### config.mk
export PLATFORM = sky130hd
export DESIGN_NAME = seqbyte_player
export DESIGN_NICKNAME = d
export VERILOG_FILES = /design/src/rtl/seqbyte_pkg.sv /design/src/rtl/seqbyte_ram.sv /design/src/rtl/seqbyte_addr_gen.sv /design/src/rtl/seqbyte_wr_guard.sv /design/src/rtl/seqbyte_player.sv
export SDC_FILE = /design/constraint.sdc
export NUM_CORES = 1
export LEC_CHECK = 0
export BUFFER_PORTS_ARGS = -buffer_cell sky130_fd_sc_hd__buf_2
export CAP_MARGIN = 15
export CORE_UTILIZATION = 50
export DETAILED_ROUTE_END_ITERATION = 12
export HOLD_SLACK_MARGIN = 0.02
export PLACE_DENSITY = 0.79
export SYNTH_ARGS = -nofsm -noshare
export SYNTH_HDL_FRONTEND = slang
export SYNTH_SLANG_ARGS = --single-unit
### constraint.sdc
create_clock -name clk -period 3.8 [get_ports clk]
set_input_delay 0.38 -clock clk [delete_from_list [all_inputs] [get_ports clk]]
set_output_delay 0.38 -clock clk [all_outputs]
set_load 0.05 [all_outputs]
### src/rtl/seqbyte_pkg.sv
package seqbyte_pkg;
  // playback phase seen by the host-side guard
  typedef enum logic [1:0] {
    PH_IDLE  = 2'b00,
    PH_ARMED = 2'b01,
    PH_RUN   = 2'b11,
    PH_DRAIN = 2'b10
  } play_phase_e;

  function automatic play_phase_e phase_of(input logic en, input logic rd);
    case ({rd, en})
      2'b00:   return PH_IDLE;
      2'b01:   return PH_ARMED;
      2'b11:   return PH_RUN;
      default: return PH_DRAIN;
    endcase
  endfunction
endpackage

### src/rtl/seqbyte_ram.sv
module seqbyte_ram #(
  parameter int DATA_W = 8,
  parameter int ADDR_W = 4,
  localparam int DEPTH = 1 << ADDR_W
) (
  input  logic              clk,
  input  logic              we,
  input  logic [ADDR_W-1:0] waddr,
  input  logic [DATA_W-1:0] wdata,
  input  logic              re,
  input  logic [ADDR_W-1:0] raddr,
  output logic [DATA_W-1:0] rdata
);
  logic [DATA_W-1:0] mem [DEPTH];

  // write port on the reference clock
  always_ff @(posedge clk) begin
    if (we) mem[waddr] <= wdata;
  end

  // read port on the inverted reference clock: address settled half a period
  always_ff @(negedge clk) begin
    if (re) rdata <= mem[raddr];
  end
endmodule

### src/rtl/seqbyte_addr_gen.sv
module seqbyte_addr_gen #(
  parameter int ADDR_W = 4,
  localparam int DEPTH = 1 << ADDR_W,
  localparam logic [ADDR_W-1:0] LAST_RST = ADDR_W'(DEPTH - 1)
) (
  input  logic              clk,
  input  logic              rst,
  input  logic              count_en,
  input  logic              cfg_load,
  input  logic [ADDR_W-1:0] cfg_last,
  output logic [ADDR_W-1:0] rd_addr,
  output logic              rd_en
);
  logic [ADDR_W-1:0] last_q;
  logic              at_last;

  assign at_last = (rd_addr == last_q);

  always_ff @(posedge clk) begin
    if (rst)           last_q <= LAST_RST;
    else if (cfg_load) last_q <= cfg_last;
  end

  // enable resynchronizer: reads start only after a full setup period
  always_ff @(posedge clk) begin
    if (rst) rd_en <= 1'b0;
    else     rd_en <= count_en;
  end

  // counter advances only once reading is under way, so address 0 is read first
  always_ff @(posedge clk) begin
    if (rst || !count_en)  rd_addr <= '0;
    else if (rd_en) begin
      if (at_last) rd_addr <= '0;
      else         rd_addr <= rd_addr + 1'b1;
    end
  end

  AST_ADDR_STEP: assert property (@(posedge clk) disable iff (rst)
    (count_en && rd_en && !at_last) |=> (rd_addr == $past(rd_addr) + 1'b1));
  AST_ADDR_WRAP: assert property (@(posedge clk) disable iff (rst)
    (count_en && rd_en && at_last) |=> (rd_addr == '0));
  AST_FIRST_READ_AT_ZERO: assert property (@(posedge clk) disable iff (rst)
    $rose(rd_en) |-> (rd_addr == '0));
  AST_STOP_CLEARS: assert property (@(posedge clk) disable iff (rst)
    !count_en |=> (rd_addr == '0 && !rd_en));
endmodule

### src/rtl/seqbyte_wr_guard.sv
module seqbyte_wr_guard
  import seqbyte_pkg::*;
(
  input  logic clk,
  input  logic rst,
  input  logic wr_en,
  input  logic cfg_we,
  input  logic count_en,
  input  logic rd_en,
  output logic ram_we,
  output logic cfg_load,
  output logic err_q
);
  play_phase_e phase;
  logic        idle;

  assign phase    = phase_of(count_en, rd_en);
  assign idle     = (phase == PH_IDLE);
  assign ram_we   = wr_en  && idle;
  assign cfg_load = cfg_we && idle;

  always_ff @(posedge clk) begin
    if (rst) err_q <= 1'b0;
    else     err_q <= (wr_en || cfg_we) && !idle;
  end

  AST_NO_WRITE_IN_PLAY: assert property (@(posedge clk) disable iff (rst)
    (ram_we || cfg_load) |-> (!count_en && !rd_en));
  AST_REJECT_FLAGGED: assert property (@(posedge clk) disable iff (rst)
    ((wr_en || cfg_we) && count_en) |=> err_q);
endmodule

### src/rtl/seqbyte_player.sv
module seqbyte_player #(
  parameter int DATA_W = 8,
  parameter int ADDR_W = 4
) (
  input  logic              clk,
  input  logic              rst,
  input  logic              wr_en,
  input  logic [ADDR_W-1:0] wr_addr,
  input  logic [DATA_W-1:0] wr_data,
  input  logic              cfg_we,
  input  logic [ADDR_W-1:0] cfg_last,
  input  logic              count_en,
  output logic [DATA_W-1:0] byte_out,
  output logic              byte_valid,
  output logic              wr_err
);
  logic              ram_we;
  logic              cfg_load;
  logic              rd_en;
  logic [ADDR_W-1:0] rd_addr;
  logic [DATA_W-1:0] rd_data;

  seqbyte_wr_guard u_guard (
    .clk      (clk),
    .rst      (rst),
    .wr_en    (wr_en),
    .cfg_we   (cfg_we),
    .count_en (count_en),
    .rd_en    (rd_en),
    .ram_we   (ram_we),
    .cfg_load (cfg_load),
    .err_q    (wr_err)
  );

  seqbyte_addr_gen #(.ADDR_W(ADDR_W)) u_addr (
    .clk      (clk),
    .rst      (rst),
    .count_en (count_en),
    .cfg_load (cfg_load),
    .cfg_last (cfg_last),
    .rd_addr  (rd_addr),
    .rd_en    (rd_en)
  );

  seqbyte_ram #(.DATA_W(DATA_W), .ADDR_W(ADDR_W)) u_ram (
    .clk   (clk),
    .we    (ram_we),
    .waddr (wr_addr),
    .wdata (wr_data),
    .re    (rd_en),
    .raddr (rd_addr),
    .rdata (rd_data)
  );

  // registered outputs toward the serializer
  always_ff @(posedge clk) begin
    if (rst) begin
      byte_out   <= '0;
      byte_valid <= 1'b0;
    end else begin
      byte_valid <= rd_en;
      if (rd_en) byte_out <= rd_data;
    end
  end

  AST_VALID_FOLLOWS_READ: assert property (@(posedge clk) disable iff (rst)
    byte_valid |-> $past(rd_en));
  AST_HOLD_WHEN_IDLE: assert property (@(posedge clk) disable iff (rst)
    (!byte_valid && !$past(byte_valid)) |-> $stable(byte_out));
endmodule

# After elaboration in Yosys (flattened, before gate mapping)
# Memories as Yosys holds them, arrays and structs flattened. A register that Yosys moved wholly into a read port is not among the register bits.
# Cells that the tools add are included.
# word_totals
word_cells	24
n_memories	1
rom_bits	0
input_bits	21
reg_bits	19
ram_bits	128
latch_bits	0
out_inout_bits	10
# mem_list
memory	depth	width	read_ports	rd_clocked_by_memory_dff	wr	line	text
u_ram.mem	16	8	1	1	1	seqbyte_ram.sv:14	logic [DATA_W-1:0] mem [DEPTH];
# op_classes
n_bitwise	0
n_mux	4
n_reduce_logical	9
n_div	0
multipliers	0
add_sub_neg	1
eq_ne	3
shifts	0
n_lt_le_gt_ge	0
# ops
cell	n
$pmux W2 S3	1
$add A4 B1 Y4 const B	1
$eq A4 B4 Y1	1
$logic_not A2 Y1	2
$mux W4	1
$logic_and A1 B1 Y1	3
$eq A2 B1 Y1 const B	1
$eq A2 B2 Y1 const B	1
$logic_not A1 Y1	2
$logic_or A1 B1 Y1	2
$mux W1	2

# Longest topological paths before layout
# logic_depth
depth_word	6
ltp_mapped	7
ltp_nobuf	4

# By module
# A second synthesis with hierarchy kept.
# unflattened
cells_unflattened	302
area_unflattened_um2	5994.5
# modules_own_cells
module	instances	area_each_um2	seq_area_each_um2	cells_each
seqbyte_ram	1	5231.3	4083.9	230
seqbyte_addr_gen	1	402.9	180.2	38
seqbyte_player	1	312.8	180.2	28
seqbyte_wr_guard	1	47.5	20.0	6

==> results.cfg <==
[cts]
cts.sinks = 155
clock_latency_ns = 0.45
h-tree-depth = 4
post_cts_resize_count = 0
numCtsBuffers = 17
cts_tree = done
clockBufferDepth = 2
clockRootBuffer = clkbuf_16
holdBufCountCts = 0
cts_setup_buffers = 0
cts.clk_slew.worst_paths_ns = 0.06

[global_routing]
grt_max_degree = 28
grt_pass1_wl_mm = 18.9
antenna_found_initial = 0
grt_overflow_total = 0
grt_pass1_vias = 3236
track_usage_pct = 21.6

[logic_synthesis]
syn-instance-count = 318
synthFlopType = edfxtp_1
yosysUniqueCellTypes = 31
synth-seq-cells = 155
yosysTopAreaCellShare_pct = 67.9
yosysSeqAreaShare_pct = 74.2
synth_area_leaders = edfxtp_1 (68%), mux4_2 (11%), dfxtp_1 (6.3%)
syn-num-nets = 340
synth_common_cells = edfxtp_1 (136), mux4_2 (30), nor2_1 (23), mux2i_1 (20), dfxtp_1 (19)
synthArstFlopShare_pct = 0
synth_most_common_cell = edfxtp_1
yosysTopAreaCell = edfxtp_1
synth-edff-count = 136
syn_area_sq_um = 6020
synth_warnings = 0
syn_area_per_cell_sq_um = 18.9

[setup_path]
critical_path.cell_chain = buf_12, mux4_2, nor2b_1, a211oi_1, a21oi_1
cp_max_fo = 13
path_class = flop to flop
reg2reg_from = u_addr.rd_addr[1]$_SDFFE_PP0P_
worst-path-buf-inv = 1
crit_slowest_cell = mux4_2
critPathCaptureType = flop
start_kind = flop
required_ns = 2.08
cp_top_family = multiplexers
slowest_delay_ns = 0.50
rr_worst_depth = 5
cp.arrival_ns = 1.97
r2r_setup_slack_ns = 0.11
reg2reg_to = u_ram.rdata[6]$_DFFE_NP_

[sta]
tns_ns = 0
fin_worst_skew_ns = 0.0403
slew_viol_final = 0
grt_setup_unrepaired = false
hold_viol = 0
worst_pin_slew_ns = 0.934
setup-violations-final = 0
slew_headroom_pct = 37.5

[floorplan]
coreArea_sq_um = 11600
rows = 39
dieArea_sq_um = 12500
start_util_pct = 52.0
ios = 31
die_x_um = 112
die_h_um = 112

[layout]
fin_nets = 400
fin_area_sq_um = 7060
drive_gt1_share_pct = 29.7
synthToLayoutAreaGrowth_pct = 17.3
antennaDiodeCount = 0

[drt]
wl_per_cell_um = 23.0
first_pass_iters = 8
viasPerCell = 5.90
drc = 5
vias = 3149
drt_iter0_drc = 302
wl_mm = 12.3
detail-route-antenna-nets = 0

[outcome]
violations = design-rule violations
run_status = finished, violations left

[placement]
gp_congestion = 0.771
portBuffers = 30
placed_area_sq_um = 6450
dp.final_hpwl_mm = 7.91

[pwr]
irDropWorstVdd_mv = 0.393
powerDensity_nw_per_um2 = 525
p_leak_nw = 2.35
fin_total_pwr_mw = 3.71

[min_path]
whs_endpoint = u_guard.err_q$_SDFF_PP0_
min_delay_path_depth = 3
hp-start = cfg_we
holdCritPathClass = input port to flop

[run]
maxCapViolCount = 0
==> state kept, by name (all words and copies together) (netlist names) <==
signal and flops:
u_ram.mem 128, byte_out 8, u_guard.err_q 1, u_addr.last_q 4, u_addr.rd_en 1, u_ram.rdata 8
byte_valid 1, u_addr.rd_addr 4
==> metrics by stage <==
stage / util, % / hold WS [ns] / instances / setup slack [ns]
2_1_floorplan: - / 0.452 / 318 / 0.237
3_3_place_gp: 55.8 / 0.467 / 495 / 0.190
3_5_place_dp: 55.8 / 0.477 / 495 / 0.151
4_1_cts: 61.1 / 0.247 / 534 / 0.0814
5_1_grt: 61.1 / 0.291 / 534 / 0.0199
6_report: 61.1 / 0.270 / 534 / 0.111
==> logic make-up (layout without fill, tap and decap cells) <==
family / Yosys count / after routing / synth area share, %
AOI/OAI and AO/OA: 26 / 26 / 3.08
xor gates and xnor gates: 4 / 4 / 0.582
adders and majority gates: 1 / 1 / 0.208
buffers and inverters: 18 / 91 / 1.83
DFF: 155 / 155 / 74.2
muxes: 50 / 50 / 14.6
and+or+nand+nor: 64 / 64 / 5.55
==> worst max-delay path by stage <==
| stage | endpoint | slack, ns | cells after the start | startpoint |
|---|---|---|---|---|
| after CTS | u_ram.rdata[6]$_DFFE_NP_ | 0.08 | 5 | u_addr.rd_addr[1]$_SDFFE_PP0P_ |
| after global routing | u_ram.rdata[6]$_DFFE_NP_ | 0.02 | 5 | u_addr.rd_addr[1]$_SDFFE_PP0P_ |
| after floorplan | u_ram.rdata[3]$_DFFE_NP_ | 0.24 | 5 | u_addr.rd_addr[1]$_SDFFE_PP0P_ |
| final | u_ram.rdata[6]$_DFFE_NP_ | 0.11 | 5 | u_addr.rd_addr[1]$_SDFFE_PP0P_ |
| after detailed placement | u_ram.rdata[6]$_DFFE_NP_ | 0.15 | 5 | u_addr.rd_addr[1]$_SDFFE_PP0P_ |
| after global placement | u_ram.rdata[0]$_DFFE_NP_ | 0.19 | 5 | u_addr.rd_addr[1]$_SDFFE_PP0P_ |
==> cell type report <==
cell class / count / area (sq um)
Sequential cell: 155 / 4470
Tap cell: 143 / 179
Inverter: 1 / 3.75
Clock inverter: 23 / 189
Clock buffer: 17 / 425
Multi-Input combinational cell: 145 / 1450
Fill cell: 778 / 4500
Timing Repair Buffer: 50 / 350
==> tightest hold or removal path: stages <==
cell and delay (ns):
buf_2 0.13, nor2_1 0.08, nor3_1 0.05
==> cell usage in the layout (no fill, tap or decap), types with 7 or more instances in the layout <==
| cell type | netlist | final |
|---|---|---|
| buf_4 | 1 | 16 |
| dfxtp_1 | 19 | 18 |
| clkbuf_16 | 0 | 17 |
| nand2b_1 | 7 | 7 |
| inv_1 | 2 | 9 |
| edfxtp_1 | 136 | 136 |
| a21oi_1 | 8 | 8 |
| mux2i_1 | 20 | 20 |
| nor2_1 | 23 | 23 |
| mux4_2 | 30 | 30 |
| buf_2 | 7 | 30 |
| nor2b_1 | 9 | 9 |
==> per-layer routing <==
metal	wire [um]	GRT usage, %	vias up
li1	-	-	1401
met1	5050	28.4	1596
met2	6140	34.9	133
met3	846	5.17	19
met4	236	8.74	0
met5	0	0	-
==> where the power goes <==
| part | switching, mW | leakage, nW | internal, mW |
|---|---|---|---|
| combinational | 0.0803 | 0.637 | 0.0420 |
| clock | 0.716 | 0.327 | 0.987 |
| sequential | 0.0105 | 1.38 | 1.87 |
| total | 0.807 | 2.35 | 2.90 |
(Power assumes the default switching activity.)
